==> src/rtl/tmr_pkg.sv <==
package tmr_pkg;
  localparam int CTRL_W   = 11;
  localparam int B_MODE   = 0;
  localparam int B_DOWN   = 1;
  localparam int B_EXTGEN = 2;
  localparam int B_EXTCAP = 3;
  localparam int B_RELOAD = 4;
  localparam int B_LOAD   = 5;
  localparam int B_IRQEN  = 6;
  localparam int B_RUN    = 7;
  localparam int B_FLAG   = 8;
  localparam int B_PWM    = 9;
  localparam int B_ALL    = 10;

  typedef enum logic [1:0] {
    REG_CTRL  = 2'd0,
    REG_LOAD  = 2'd1,
    REG_COUNT = 2'd2,
    REG_NONE  = 2'd3
  } reg_sel_e;
endpackage

==> src/rtl/tmr_counter.sv <==
module tmr_counter #(
  parameter int W = 32
) (
  input  logic         clk_i,
  input  logic         rst_ni,
  input  logic         hold_load_i,
  input  logic         run_i,
  input  logic         down_i,
  input  logic         reload_i,
  input  logic [W-1:0] load_val_i,
  output logic [W-1:0] cnt_o,
  output logic         tc_o
);
  localparam logic [W-1:0] ONE = W'(1);

  logic [W-1:0] tc_val;

  assign tc_val = down_i ? '0 : '1;
  assign tc_o   = run_i && !hold_load_i && (cnt_o == tc_val);

  always_ff @(posedge clk_i or negedge rst_ni) begin
    if (!rst_ni) begin
      cnt_o <= '0;
    end else if (hold_load_i) begin
      cnt_o <= load_val_i;
    end else if (run_i) begin
      if (tc_o) begin
        if (reload_i) cnt_o <= load_val_i;
      end else begin
        cnt_o <= down_i ? cnt_o - ONE : cnt_o + ONE;
      end
    end
  end

  assert_load_R3: assert property (@(posedge clk_i) disable iff (!rst_ni)
    hold_load_i |=> cnt_o == $past(load_val_i));

  assert_freeze_R4: assert property (@(posedge clk_i) disable iff (!rst_ni)
    (!run_i && !hold_load_i) |=> $stable(cnt_o));

  assert_step_R4: assert property (@(posedge clk_i) disable iff (!rst_ni)
    (run_i && !hold_load_i && !tc_o) |=>
      cnt_o == ($past(down_i) ? $past(cnt_o) - ONE : $past(cnt_o) + ONE));
endmodule

==> src/rtl/tmr_channel.sv <==
module tmr_channel
  import tmr_pkg::*;
#(
  parameter int DATA_W = 32
) (
  input  logic              clk_i,
  input  logic              rst_ni,
  input  logic              ctrl_we_i,
  input  logic              load_we_i,
  input  logic [DATA_W-1:0] wdata_i,
  input  logic              run_force_i,
  output logic [CTRL_W-1:0] ctrl_o,
  output logic [DATA_W-1:0] load_o,
  output logic [DATA_W-1:0] cnt_o,
  output logic              run_o,
  output logic              irq_o
);
  logic [CTRL_W-1:0] ctrl_q, ctrl_d;
  logic [DATA_W-1:0] load_q;
  logic              tc;

  tmr_counter #(.W(DATA_W)) u_cnt (
    .clk_i       (clk_i),
    .rst_ni      (rst_ni),
    .hold_load_i (ctrl_q[B_LOAD]),
    .run_i       (ctrl_q[B_RUN]),
    .down_i      (ctrl_q[B_DOWN]),
    .reload_i    (ctrl_q[B_RELOAD]),
    .load_val_i  (load_q),
    .cnt_o       (cnt_o),
    .tc_o        (tc)
  );

  always_comb begin
    ctrl_d = ctrl_q;
    if (ctrl_we_i) begin
      ctrl_d         = wdata_i[CTRL_W-1:0];
      ctrl_d[B_FLAG] = ctrl_q[B_FLAG] & ~wdata_i[B_FLAG];
    end
    if (tc) begin
      ctrl_d[B_FLAG] = 1'b1;                 // set beats clear
      if (!ctrl_q[B_RELOAD] && !ctrl_we_i) ctrl_d[B_RUN] = 1'b0;
    end
    if (run_force_i) ctrl_d[B_RUN] = 1'b1;
  end

  always_ff @(posedge clk_i or negedge rst_ni) begin
    if (!rst_ni) begin
      ctrl_q <= '0;
      load_q <= '0;
    end else begin
      ctrl_q <= ctrl_d;
      if (load_we_i) load_q <= wdata_i;
    end
  end

  assign ctrl_o = ctrl_q;
  assign load_o = load_q;
  assign run_o  = ctrl_q[B_RUN];
  assign irq_o  = ctrl_q[B_FLAG] & ctrl_q[B_IRQEN];

  assert_flag_set_R9: assert property (@(posedge clk_i) disable iff (!rst_ni)
    tc |=> ctrl_q[B_FLAG]);

  assert_ack_R5: assert property (@(posedge clk_i) disable iff (!rst_ni)
    (ctrl_we_i && wdata_i[B_FLAG] && !tc) |=> !ctrl_q[B_FLAG]);

  assert_oneshot_R10: assert property (@(posedge clk_i) disable iff (!rst_ni)
    (tc && !ctrl_q[B_RELOAD] && !ctrl_we_i && !run_force_i) |=> !ctrl_q[B_RUN]);
endmodule

==> src/rtl/dual_timer.sv <==
module dual_timer
  import tmr_pkg::*;
#(
  parameter int NUM_CH = 2,
  parameter int DATA_W = 32
) (
  input  logic              clk_i,
  input  logic              rst_ni,
  input  logic              wr_en_i,
  input  logic [2:0]        addr_i,
  input  logic [DATA_W-1:0] wdata_i,
  output logic [DATA_W-1:0] rdata_o,
  output logic              irq_o
);
  localparam int CH_W = (NUM_CH > 1) ? $clog2(NUM_CH) : 1;

  logic [NUM_CH-1:0]             ctrl_we, load_we, irq_vec, run_vec;
  logic [NUM_CH-1:0][CTRL_W-1:0] ctrl_v;
  logic [NUM_CH-1:0][DATA_W-1:0] load_v, cnt_v;
  logic                          run_force;
  logic [CH_W-1:0]               ch_sel;
  reg_sel_e                      reg_sel;

  assign ch_sel  = CH_W'(addr_i[2]);
  assign reg_sel = reg_sel_e'(addr_i[1:0]);
  assign run_force = (|ctrl_we) & wdata_i[B_ALL];

  for (genvar c = 0; c < NUM_CH; c++) begin : g_ch
    assign ctrl_we[c] = wr_en_i && (ch_sel == CH_W'(c)) && (reg_sel == REG_CTRL);
    assign load_we[c] = wr_en_i && (ch_sel == CH_W'(c)) && (reg_sel == REG_LOAD);

    tmr_channel #(.DATA_W(DATA_W)) u_ch (
      .clk_i       (clk_i),
      .rst_ni      (rst_ni),
      .ctrl_we_i   (ctrl_we[c]),
      .load_we_i   (load_we[c]),
      .wdata_i     (wdata_i),
      .run_force_i (run_force),
      .ctrl_o      (ctrl_v[c]),
      .load_o      (load_v[c]),
      .cnt_o       (cnt_v[c]),
      .run_o       (run_vec[c]),
      .irq_o       (irq_vec[c])
    );
  end

  always_comb begin
    rdata_o = '0;
    for (int c = 0; c < NUM_CH; c++) begin
      if (ch_sel == CH_W'(c)) begin
        case (reg_sel)
          REG_CTRL:  rdata_o = DATA_W'(ctrl_v[c]);
          REG_LOAD:  rdata_o = load_v[c];
          REG_COUNT: rdata_o = cnt_v[c];
          default:   rdata_o = '0;
        endcase
      end
    end
  end

  assign irq_o = |irq_vec;

  assert_run_all_R11: assert property (@(posedge clk_i) disable iff (!rst_ni)
    run_force |=> &run_vec);

  assert_irq_quiet_R8: assert property (@(posedge clk_i) disable iff (!rst_ni)
    (irq_vec == '0) |-> !irq_o);
endmodule

==> config.mk <==
export PLATFORM = sky130hd
export DESIGN_NAME = dual_timer
export DESIGN_NICKNAME = d
export VERILOG_FILES = /design/src/rtl/tmr_pkg.sv /design/src/rtl/tmr_counter.sv /design/src/rtl/tmr_channel.sv /design/src/rtl/dual_timer.sv
export SDC_FILE = /design/constraint.sdc
export NUM_CORES = 1
export LEC_CHECK = 0
export BUFFER_PORTS_ARGS = -buffer_cell sky130_fd_sc_hd__buf_2
export CAP_MARGIN = 20
export CORE_ASPECT_RATIO = 0.7
export CORE_UTILIZATION = 45
export CTS_BUF_LIST = sky130_fd_sc_hd__clkbuf_16
export DETAILED_ROUTE_END_ITERATION = 10
export GPL_ROUTABILITY_DRIVEN = 1
export GPL_TIMING_DRIVEN = 1
export PLACE_DENSITY_LB_ADDON = 0.08
export SLEW_MARGIN = 20
export SYNTH_ARGS = -nofsm -noshare
export SYNTH_HDL_FRONTEND = slang
export SYNTH_SLANG_ARGS = --single-unit
==> constraint.sdc <==
create_clock -name clk_i -period 4.7 [get_ports clk_i]
set_clock_uncertainty 0.15 [all_clocks]
set_input_delay 0.235 -clock clk_i [delete_from_list [all_inputs] [get_ports clk_i]]
set_output_delay 0.235 -clock clk_i [all_outputs]
set_load 0.02 [all_outputs]
==> results of run 1 <==
-- logic make-up after synthesis --
family,Yosys count,share of synthesized area
AO/OA/AOI/OAI,391,0.241
XOR/XNOR,56,0.0469
adder cells (fa/ha/maj),62,0.0757
buffers and inverters,83,0.0305
flip-flops,150,0.359
multiplexers,112,0.118
AND/OR/NAND/NOR,302,0.129
-- layout make-up --
cell class | count | area (µm²) | share of cell area
multi-input combinational | 923 | 6430 | 0.535
clock inverter | 15 | 131 | 0.0109
timing repair buffer | 120 | 840 | 0.0698
clock buffer | 17 | 425 | 0.0354
tap | 312 | 390 | 0.0325
inverter | 15 | 56.3 | 0.00468
sequential | 150 | 3750 | 0.312
-- metal layers --
metal | part of all wire | GRT usage
met1 | 0.49 | 0.384
met2 | 0.45 | 0.416
met3 | 0.043 | 0.0492
met4 | 0.016 | 0.0775
met5 | 0 | 0
-- power breakdown --
group	total, µW	leakage [µW]	internal [µW]	switching (µW)
combinational	4210	0.00315	1790	2410
sequential	2210	0.00181	1740	474
clock	1330	0.000270	731	597
total	7750	0.00524	4270	3480
-- worst max-delay path, delay by kind of cell (launching register included) --
| kind | cells | cell delay [ps] |
|---|---|---|
| buffers and inverters | 1 | 480 |
| adder cells (fa/ha/maj) | 1 | 560 |
| flip-flops | 1 | 630 |
| AND/OR/NAND/NOR | 7 | 2010 |
| AO/OA/AOI/OAI | 2 | 290 |
-- sequential cells by signal, summed over array words and instances (netlist names) --
signal / flops
g_ch.u_ch.u_cnt.cnt_o: 64
g_ch.u_ch.ctrl_o: 22
g_ch.u_ch.load_o: 64
-- worst max-delay path by stage --
stage | slack (ps) | depth (start not counted) | from | end
after floorplan | 1070 | 10 | g_ch[0].u_ch.ctrl_o[1]$_DFFE_PN0P_ | g_ch[0].u_ch.u_cnt.cnt_o[31]$_DFFE_PN0P_
after global placement | 570 | 11 | g_ch[1].u_ch.ctrl_o[1]$_DFFE_PN0P_ | g_ch[1].u_ch.u_cnt.cnt_o[9]$_DFFE_PN0P_
after detailed placement | 530 | 11 | g_ch[1].u_ch.ctrl_o[1]$_DFFE_PN0P_ | g_ch[1].u_ch.u_cnt.cnt_o[9]$_DFFE_PN0P_
after CTS | 500 | 11 | g_ch[1].u_ch.ctrl_o[1]$_DFFE_PN0P_ | g_ch[1].u_ch.u_cnt.cnt_o[13]$_DFFE_PN0P_
after global routing | 100 | 11 | g_ch[1].u_ch.ctrl_o[1]$_DFFE_PN0P_ | g_ch[1].u_ch.u_cnt.cnt_o[9]$_DFFE_PN0P_
final | 420 | 11 | g_ch[1].u_ch.ctrl_o[1]$_DFFE_PN0P_ | g_ch[1].u_ch.u_cnt.cnt_o[13]$_DFFE_PN0P_
-- through the flow --
| stage | total power, µW | utilization |
|---|---|---|
| 2_1_floorplan | 5310 | - |
| 3_3_place_gp | 6360 | 0.490 |
| 3_5_place_dp | 6380 | 0.490 |
| 4_1_cts | 7760 | 0.529 |
| 5_1_grt | 8380 | 0.529 |
| 6_report | 7750 | 0.529 |
-- cells in the mapped netlist, drive strengths merged (3+ instances only) --
cell type,count
nand2,108
and2,7
xnor2,31
or2,3
o22ai,6
ha,60
nand4,8
nor2,108
o21a,5
o22a,9
nand3,8
buf,21
mux2,85
o211ai,4
nor4,4
a21oi,123
dfrtp,150
a311oi,3
clkbuf,47
mux2i,27
a21o,32
nand2b,6
a221oi,44
a22o,3
nor2b,8
nor3,19
o21bai,6
a211oi,8
a31oi,10
nor3b,3
xor2,25
and3,12
inv,15
a41oi,3
o21ai,115
-- what timing repair did --
action / 4_1_cts / 5_1_grt
hold buffers: 33 / 0
endpoints found under the setup margin: 0 / 0
endpoints found under the hold margin: 164 / 0
==> results.yml, run 1 <==
final_layout:
  fin_nets: 1327
  fill_cells: 2173
  drive_gt1_frac: 0.171
  diodes: 0
  layout_common_cells: "dfrtp_1, a21oi_1, nand2_1, nor2_1, o21ai_0"
  area_growth_pct: 15.1
  mostFrequentLayoutCell: "dfrtp_1"
  stdcell_count: 1552
  final_cell_area_um2: 12000
worst_setup_path:
  criticalPathCategory: "flip-flop to flip-flop"
  crit_fanout: 43
  rr_worst_depth: 11
  critPathLaunchType: "flip-flop"
  crit_slowest_cell: "dfrtp_1"
  critical_path_required_ps: 4850
  max_stage_delay_ps: 630
  reg2reg_slack_ps: 420
  worstPathArrival_ps: 4430
  cp_common_cell: "nand2_1"
  crit-reg2reg-launch: "g_ch[1].u_ch.ctrl_o[1]$_DFFE_PN0P_"
  endpoint_kind: "flip-flop"
  crit_chain: "ha_1 -> nand2_1 -> nor3_1 -> nand2_1 -> nor4_1 -> nand4_1 -> nand2b_2 -> buf_4 -> nor2_1 -> a21oi_1 -> o21ai_0"
  r2r_end: "g_ch[1].u_ch.u_cnt.cnt_o[13]$_DFFE_PN0P_"
cts:
  cts-resized-gates: 0
  cts.htree.levels: 4
  clk_latency_ps: 440
  clkTransAtPathRegs_ps: 70
  clock_sinks: 150
  ctsRootBufferMaster: "clkbuf_16"
  numCtsBuffers: 17
  post_cts_buffers: 0
  cts_tree: "yes"
  clock_path_buffers: 2
placement:
  dp_hpwl_mm: 22.4
  place_congestion: 0.889
  post_dp_cell_area_um2: 11100
  place_inst: 1487
  io_buffers: 70
  place_ws_ps: 534
synth:
  synth.avg_cell_area_um2: 9.04
  synth_top_area_frac: 0.359
  synth_top_area_cell: "dfrtp_1"
  synth_seq_cells: 150
  synth_edf_count: 0
  ys_seq_area_frac: 0.359
  ys_types: 71
  postSynthCellCount: 1156
  syn-cell-area_um2: 10400
  async_flop_share: 1.00
  syn_nets: 1256
  synth_flop_cell: "dfrtp_1"
  yosysWarningCount: 0
  synthTopCellsByArea: "dfrtp_1, ha_1, mux2_2, a21oi_1, o21ai_0"
routing:
  wl_per_cell_um: 19.9
  routed_wl_mm: 30.9
  drt_pass1_iterations: 5
  via_per_inst: 5.85
  drc: 0
  postRouteAntennaNets: 0
  vias: 9075
  drtIter0Drc: 540
global_routing:
  grt_overflow: 0
  grt_max_degree: 86
  grtUsageTotal: 0.269
  grt_pass1_vias: 8708
  antenna_found_initial: 0
  grt_pass1_wl_mm: 48.9
power_and_ir_drop:
  p_leak_uw: 0.00524
  power_density_nw_per_um2: 644
  irDropWorstVdd_v: 0.000281
floorplan:
  start_util: 0.460
  rows: 46
  fp.coreArea_um2: 22700
  pin_count: 71
  fp.dieH_um: 129
  die_w_um: 184
  die-area_um2: 23800
timing:
  whs_ps: 122
  final_max_slew_viol_count: 0
  worst_slack_ps: 417
  period_share: 0.911
  rsz0062_at_grt: "no"
  slew_headroom: 0.287
  min_period_ps: 4280
  finalSetupTns_ps: 0
  finalSetupViolCount: 0
  max_freq_mhz: 234
  worstMarginPinSlew_ps: 1070
  hold_viol: 0
status:
  outcome: "complete, no violations"
min_path:
  hold_path.startpoint: "wr_en_i"
  holdPathEnd: "g_ch[1].u_ch.ctrl_o[7]$_DFF_PN0_"
  holdPathStages: 4
  hp-class: "input port to flip-flop"
run:
  max-cap-violations: 0
(Power assumes the default switching activity.)
==> run 2, diff against run 1 <==
Settings changed: SYNTH_HIERARCHICAL set to 1.
Clock period 4.7 ns to 4.65 ns, I/O delays scaled along.
==> run 2 against run 1 <==
  * Sequential share of layout area down 2.1 points
  * Worst setup slack better by 87 ps
  * First-iteration DRC count up 64%
  * Fmax up 3.3%
  * Hold slack better by 11 ps
  * Power up 14%
  * Sequential power up 5%
  * Die area up 12%
  * Via count up 8.6%
  * Critical path depth down 1
  * Largest cell class unchanged
==> results.yml, run 2 <==
placement:
  dp_hpwl_mm: 25.4
  io_buffers: 70
  place_congestion: 0.887
  place_ws_ps: 650
worst_setup_path:
  r2r_end: "g_ch[1].u_ch/u_cnt/cnt_o[28]$_DFFE_PN0P_"
  crit_slowest_cell: "dfrtp_1"
  critical_path_required_ps: 4810
  worstPathArrival_ps: 4300
  crit_fanout: 29
  criticalPathCategory: "flip-flop to flip-flop"
  max_stage_delay_ps: 1040
  endpoint_kind: "flip-flop"
  crit_chain: "buf_4 -> ha_1 -> a21o_1 -> o21bai_1 -> or3_1 -> nor3_1 -> nor2_1 -> a221oi_2 -> xnor2_1 -> o21ai_1"
  critPathLaunchType: "flip-flop"
  rr_worst_depth: 10
  crit-reg2reg-launch: "g_ch[1].u_ch/ctrl_o[1]$_DFFE_PN0P_"
  path_buf_inv: 1
  critPathTopFamily: "simple AND/OR/NAND/NOR gates"
  startpoint: "g_ch[1].u_ch/ctrl_o[1]$_DFFE_PN0P_"
  reg2reg_slack_ps: 500
floorplan:
  start_util: 0.466
  fp.dieH_um: 137
  die-area_um2: 26600
  pin_count: 71
  die_w_um: 195
  rows: 48
  fp.coreArea_um2: 25000
final_layout:
  drive_gt1_frac: 0.189
  fin_nets: 1396
  fill_cells: 2388
  mostFrequentLayoutCell: "dfrtp_1"
  area_growth_pct: 10.5
  layout_common_cells: "dfrtp_1, a21oi_1, nand2_1, nor2_1, buf_2"
  diodes: 0
routing:
  routed_wl_mm: 33.7
  drt_pass1_iterations: 5
  drtIter0Drc: 883
  postRouteAntennaNets: 0
  via_per_inst: 6.03
  drc: 0
  wl_per_cell_um: 20.6
  vias: 9858
timing:
  min_period_ps: 4150
  slew_headroom: 0.258
  hold_viol: 0
  rsz0062_at_grt: "no"
  max_freq_mhz: 241
  period_share: 0.891
  final_max_slew_viol_count: 0
  finalSetupViolCount: 0
  worstMarginPinSlew_ps: 1110
  worst_slack_ps: 505
  finalSetupTns_ps: 0
synth:
  synth_flop_cell: "dfrtp_1"
  postSynthCellCount: 1242
  synth_common_cells: "dfrtp_1, a21oi_1, nand2_1"
  synth_edf_count: 0
  yosysWarningCount: 6
  synth_top_area_frac: 0.321
  synth_top_area_cell: "dfrtp_1"
  ys_types: 67
  synth_seq_cells: 150
  async_flop_share: 1.00
  synth.avg_cell_area_um2: 9.40
  synthTopCellsByArea: "dfrtp_1, mux2_4, ha_1, a21oi_1, nand2_1"
  syn_nets: 1342
  ys_seq_area_frac: 0.321
  syn-cell-area_um2: 11700
  yosysMostFrequentCell: "dfrtp_1"
global_routing:
  grt_pass1_vias: 9573
  grt_max_degree: 79
  antenna_found_initial: 0
  grt_overflow: 0
  grtUsageTotal: 0.259
  grt_pass1_wl_mm: 53.4
status:
  outcome: "complete, no violations"
run:
  max-cap-violations: 0
cts:
  cts_tree: "yes"
  clk_latency_ps: 430
  clock_path_buffers: 2
  numCtsBuffers: 17
  ctsRootBufferMaster: "clkbuf_16"
  clkTransAtPathRegs_ps: 60
  cts-resized-gates: 0
  cts.htree.levels: 4
  clock_sinks: 150
power_and_ir_drop:
  p_seq_frac: 0.260
  intPower_uw: 4820
  switching_share: 0.456
  power_density_nw_per_um2: 687
  p_leak_uw: 0.00561
  power_frac_clock: 0.175
  power_switching_uw: 4040
  combinationalPowerShare: 0.564
  irDropWorstVdd_v: 0.000321
min_path:
  hold_path.startpoint: "wr_en_i"
  holdPathEnd: "g_ch[0].u_ch/ctrl_o[7]$_DFF_PN0_"
  holdPathStages: 4
  hp-class: "input port to flip-flop"
## run 2: cell types whose count changed in the layout (fill, tap and decap cells not counted), sizes merged, moves of 10 or more
| cell | delta |
|---|---|
| o21a | +14 |
| or2 | +10 |
| a221oi | -21 |
| nand2 | +21 |
| nand3 | +14 |
| o21ai | -47 |
| a21oi | +20 |
| mux2i | -10 |
| o31ai | +10 |
| o32ai | +11 |
| a22oi | +19 |
| nand4 | +14 |
## run 2: area by class of cell
cell class / instances / area (µm²) / area share
Tap cell: 325 / 407 / 0.0315
Inverter: 18 / 67.6 / 0.00524
Timing Repair Buffer: 120 / 815 / 0.0631
Clock inverter: 15 / 235 / 0.0182
Multi-Input combinational cell: 989 / 7200 / 0.558
Sequential cell: 150 / 3750 / 0.291
Clock buffer: 17 / 425 / 0.0330
## run 2: kinds of logic (layout without fill, tap and decap cells)
| kind of cell | Yosys count | count (layout) | share of synthesized area |
|---|---|---|---|
| AO/OA/AOI/OAI | 404 | 404 | 0.243 |
| XOR/XNOR | 54 | 54 | 0.0405 |
| adder cells (fa/ha/maj) | 62 | 62 | 0.0677 |
| buffers and inverters | 103 | 170 | 0.0651 |
| flip-flops | 150 | 150 | 0.321 |
| multiplexers | 99 | 99 | 0.113 |
| AND/OR/NAND/NOR | 370 | 370 | 0.149 |
## run 2: worst max-delay path by stage
stage	endpoint	slack, ps	cells after the start
2_1_floorplan	g_ch[0].u_ch/u_cnt/cnt_o[31]$_DFFE_PN0P_	1220	10
5_1_grt	g_ch[1].u_ch/u_cnt/cnt_o[28]$_DFFE_PN0P_	270	10
3_3_place_gp	g_ch[1].u_ch/u_cnt/cnt_o[28]$_DFFE_PN0P_	680	10
6_report	g_ch[1].u_ch/u_cnt/cnt_o[28]$_DFFE_PN0P_	500	10
3_5_place_dp	g_ch[1].u_ch/u_cnt/cnt_o[28]$_DFFE_PN0P_	650	10
4_1_cts	g_ch[1].u_ch/u_cnt/cnt_o[28]$_DFFE_PN0P_	630	10
## run 2: through the flow
stage | total power (µW) | cell area, µm² | hold slack [ps] | cells | util
after global routing | 9540 | 12900 | 168 | 1634 | 0.515
after global placement | 7240 | 11900 | 181 | 1569 | 0.476
final | 8870 | 12900 | 133 | 1634 | 0.515
after CTS | 8870 | 12900 | 121 | 1634 | 0.515
after floorplan | 6080 | 11700 | -213 | 1242 | -
after detailed placement | 7250 | 11900 | 175 | 1569 | 0.476
## run 2: routing by layer
layer | share of wire | global-route usage | vias to the layer above
met5 | 0 | 0 | -
li1 | - | - | 4722
met2 | 0.44 | 0.406 | 230
met4 | 0.0090 | 0.0494 | 0
met1 | 0.51 | 0.381 | 4875
met3 | 0.041 | 0.0367 | 31
## run 2: power by group through the flow
| stage | Combinational [µW] | Sequential [µW] | Clock (µW) |
|---|---|---|---|
| 3_3_place_gp | 4900 | 2330 | 0 |
| 4_1_cts | 4960 | 2320 | 1590 |
| 6_report | 5000 | 2310 | 1560 |
| 2_1_floorplan | 3960 | 2120 | 0 |
| 3_5_place_dp | 4910 | 2330 | 0 |
| 5_1_grt | 5530 | 2380 | 1640 |
## run 2: repair_timing
action,in CTS,in global routing
endpoints found under the hold margin,162,0
setup buffers,0,0
hold buffers,33,0
## run 2: worst reg2reg max path, delay by kind of cell (launching register included)
family                     cells  cell delay (ps)
AOI/OAI and AO/OA              4              860
buffers and inverters          1              360
and+or+nand+nor                3             1120
DFF                            1             1040
adders and majority gates      1              330
xor gates and xnor gates       1              180
==> run 3, diff against run 2 <==
Settings changed: CELL_PAD_IN_SITES_DETAIL_PLACEMENT set to 1, CELL_PAD_IN_SITES_GLOBAL_PLACEMENT set to 1.
==> run 3 against run 2 <==
  * Utilization increased by 0.13 points
  * Sequential power about the same
  * Critical endpoint is now g_ch[0].u_ch/u_cnt/cnt_o[12]$_DFFE_PN0P_
  * Hold slack improved by 13 ps
  * Largest power group unchanged
  * Routed wire length increased by 9.7%
  * Power increased by 0.33%
  * Largest cell class unchanged
  * Final cell count increased by 0.43%
  * Via count increased by 1.2%
  * Die area unchanged
==> results.yml, run 3 (same netlist as run 2, synthesis figures left out) <==
status:
  outcome: "complete, no violations"
routing:
  via_per_inst: 6.08
  drtIter0Drc: 628
  vias: 9978
  wl_per_cell_um: 22.5
  postRouteAntennaNets: 0
  routed_wl_mm: 37.0
  drt_pass1_iterations: 5
  drc: 0
placement:
  place_congestion: 0.868
  dp_hpwl_mm: 27.5
  io_buffers: 70
  post_dp_cell_area_um2: 12000
cts:
  cts.htree.levels: 4
  clk_latency_ps: 440
  cts_hold_buf: 33
  ctsRootBufferMaster: "clkbuf_16"
  cts-resized-gates: 0
  cts_tree: "yes"
  post_cts_buffers: 0
  clock_sinks: 150
  numCtsBuffers: 17
  clock_path_buffers: 2
  clkTransAtPathRegs_ps: 60
final_layout:
  diodes: 0
  area_growth_pct: 10.8
  fill_cells: 2860
  fin_nets: 1403
  layout_common_cells: "dfrtp_1, a21oi_1, nand2_1, nor2_1, buf_2"
  final_cell_area_um2: 12900
  drive_gt1_frac: 0.191
  mostFrequentLayoutCell: "dfrtp_1"
timing:
  slew_headroom: 0.381
  worstMarginPinSlew_ps: 928
  hold_viol: 0
  finalSetupTns_ps: 0
  finalSetupViolCount: 0
  min_period_ps: 3900
  whs_ps: 146
  final_max_slew_viol_count: 0
  max_freq_mhz: 257
  period_share: 0.838
  rsz0062_at_grt: "no"
global_routing:
  grtUsageTotal: 0.283
  grt_overflow: 0
  grt_pass1_vias: 10147
  antenna_found_initial: 0
  grt_pass1_wl_mm: 58.2
  grt_max_degree: 98
floorplan:
  fp.dieH_um: 137
  pin_count: 71
  die_w_um: 195
  fp.coreArea_um2: 25000
  rows: 48
  start_util: 0.466
  die-area_um2: 26600
power_and_ir_drop:
  fin_total_pwr_uw: 8900
  power_density_nw_per_um2: 688
  p_leak_uw: 0.00564
  irDropWorstVdd_v: 0.000306
worst_setup_path:
  critPathLaunchType: "flip-flop"
  critical_path_required_ps: 4860
  startpoint: "g_ch[0].u_ch/ctrl_o[1]$_DFFE_PN0P_"
  crit-reg2reg-launch: "g_ch[0].u_ch/ctrl_o[1]$_DFFE_PN0P_"
  rr_worst_depth: 9
  reg2reg_slack_ps: 750
  criticalPathCategory: "flip-flop to flip-flop"
  worstPathArrival_ps: 4110
  endpoint_kind: "flip-flop"
  critPathCapture: "g_ch[0].u_ch/u_cnt/cnt_o[12]$_DFFE_PN0P_"
  r2r_end: "g_ch[0].u_ch/u_cnt/cnt_o[12]$_DFFE_PN0P_"
  crit_fanout: 31
run:
  max-cap-violations: 0
min_path:
  hp-class: "input port to flip-flop"
==> run 3: cell count changes in the layout (fill, tap and decap cells not counted), sizes merged <==
cell      change
clkinvlp      -1
inv           +3
buf           +7
bufinv        -2
==> run 3: area by class of cell <==
type	count	area (µm²)	area share
Sequential cell	150	3750	0.290
Inverter	18	67.6	0.00522
Timing Repair Buffer	127	912	0.0705
Multi-Input combinational cell	989	7200	0.557
Clock buffer	17	425	0.0329
Tap cell	325	407	0.0314
Clock inverter	15	171	0.0132
==> run 3: critical path, stage by stage, from the launching register on <==
cell,delay [ps]
dfrtp_1,560
buf_12,260
ha_1,450
nand4_1,280
nor4_1,510
nand4_1,290
o22ai_2,730
buf_4,360
a21oi_1,70
a21oi_1,160
==> run 3: power by group <==
part / internal, µW / leakage (µW) / switching (µW) / total (µW)
clock network: 882 / 0.000309 / 556 / 1440
registers: 1760 / 0.00181 / 551 / 2310
logic: 2090 / 0.00353 / 3060 / 5150
==> run 3: how the worst min path moves through the flow <==
stage / depth (start not counted) / slack [ps] / end / startpoint
2_1_floorplan: 0 / -210 / g_ch[0].u_ch/ctrl_o[0]$_DFFE_PN0P_ / rst_ni
3_3_place_gp: 1 / 250 / g_ch[1].u_ch/u_cnt/cnt_o[3]$_DFFE_PN0P_ / rst_ni
3_5_place_dp: 1 / 240 / g_ch[1].u_ch/u_cnt/cnt_o[3]$_DFFE_PN0P_ / rst_ni
4_1_cts: 4 / 120 / g_ch[0].u_ch/ctrl_o[7]$_DFF_PN0_ / wr_en_i
5_1_grt: 5 / 180 / g_ch[0].u_ch/ctrl_o[8]$_DFFE_PN0P_ / wr_en_i
6_report: 5 / 150 / g_ch[0].u_ch/ctrl_o[8]$_DFFE_PN0P_ / wr_en_i
==> run 3: metrics by stage <==
| step | instances | utilization | worst slack (ps) |
|---|---|---|---|
| after floorplan | 1242 | - | 1220 |
| after global placement | 1573 | 0.477 | 892 |
| after detailed placement | 1573 | 0.477 | 853 |
| after CTS | 1638 | 0.514 | 800 |
| after global routing | 1641 | 0.517 | 524 |
| final | 1641 | 0.517 | 753 |
==> run 3: per-layer routing <==
metal	track usage	up-vias	wire length, µm	part of all wire
met5	0	-	0	0
met4	0.0578	0	348	0.0094
met3	0.0392	28	1160	0.031
met2	0.455	172	17100	0.46
met1	0.407	5055	18400	0.50
li1	-	4723	-	-
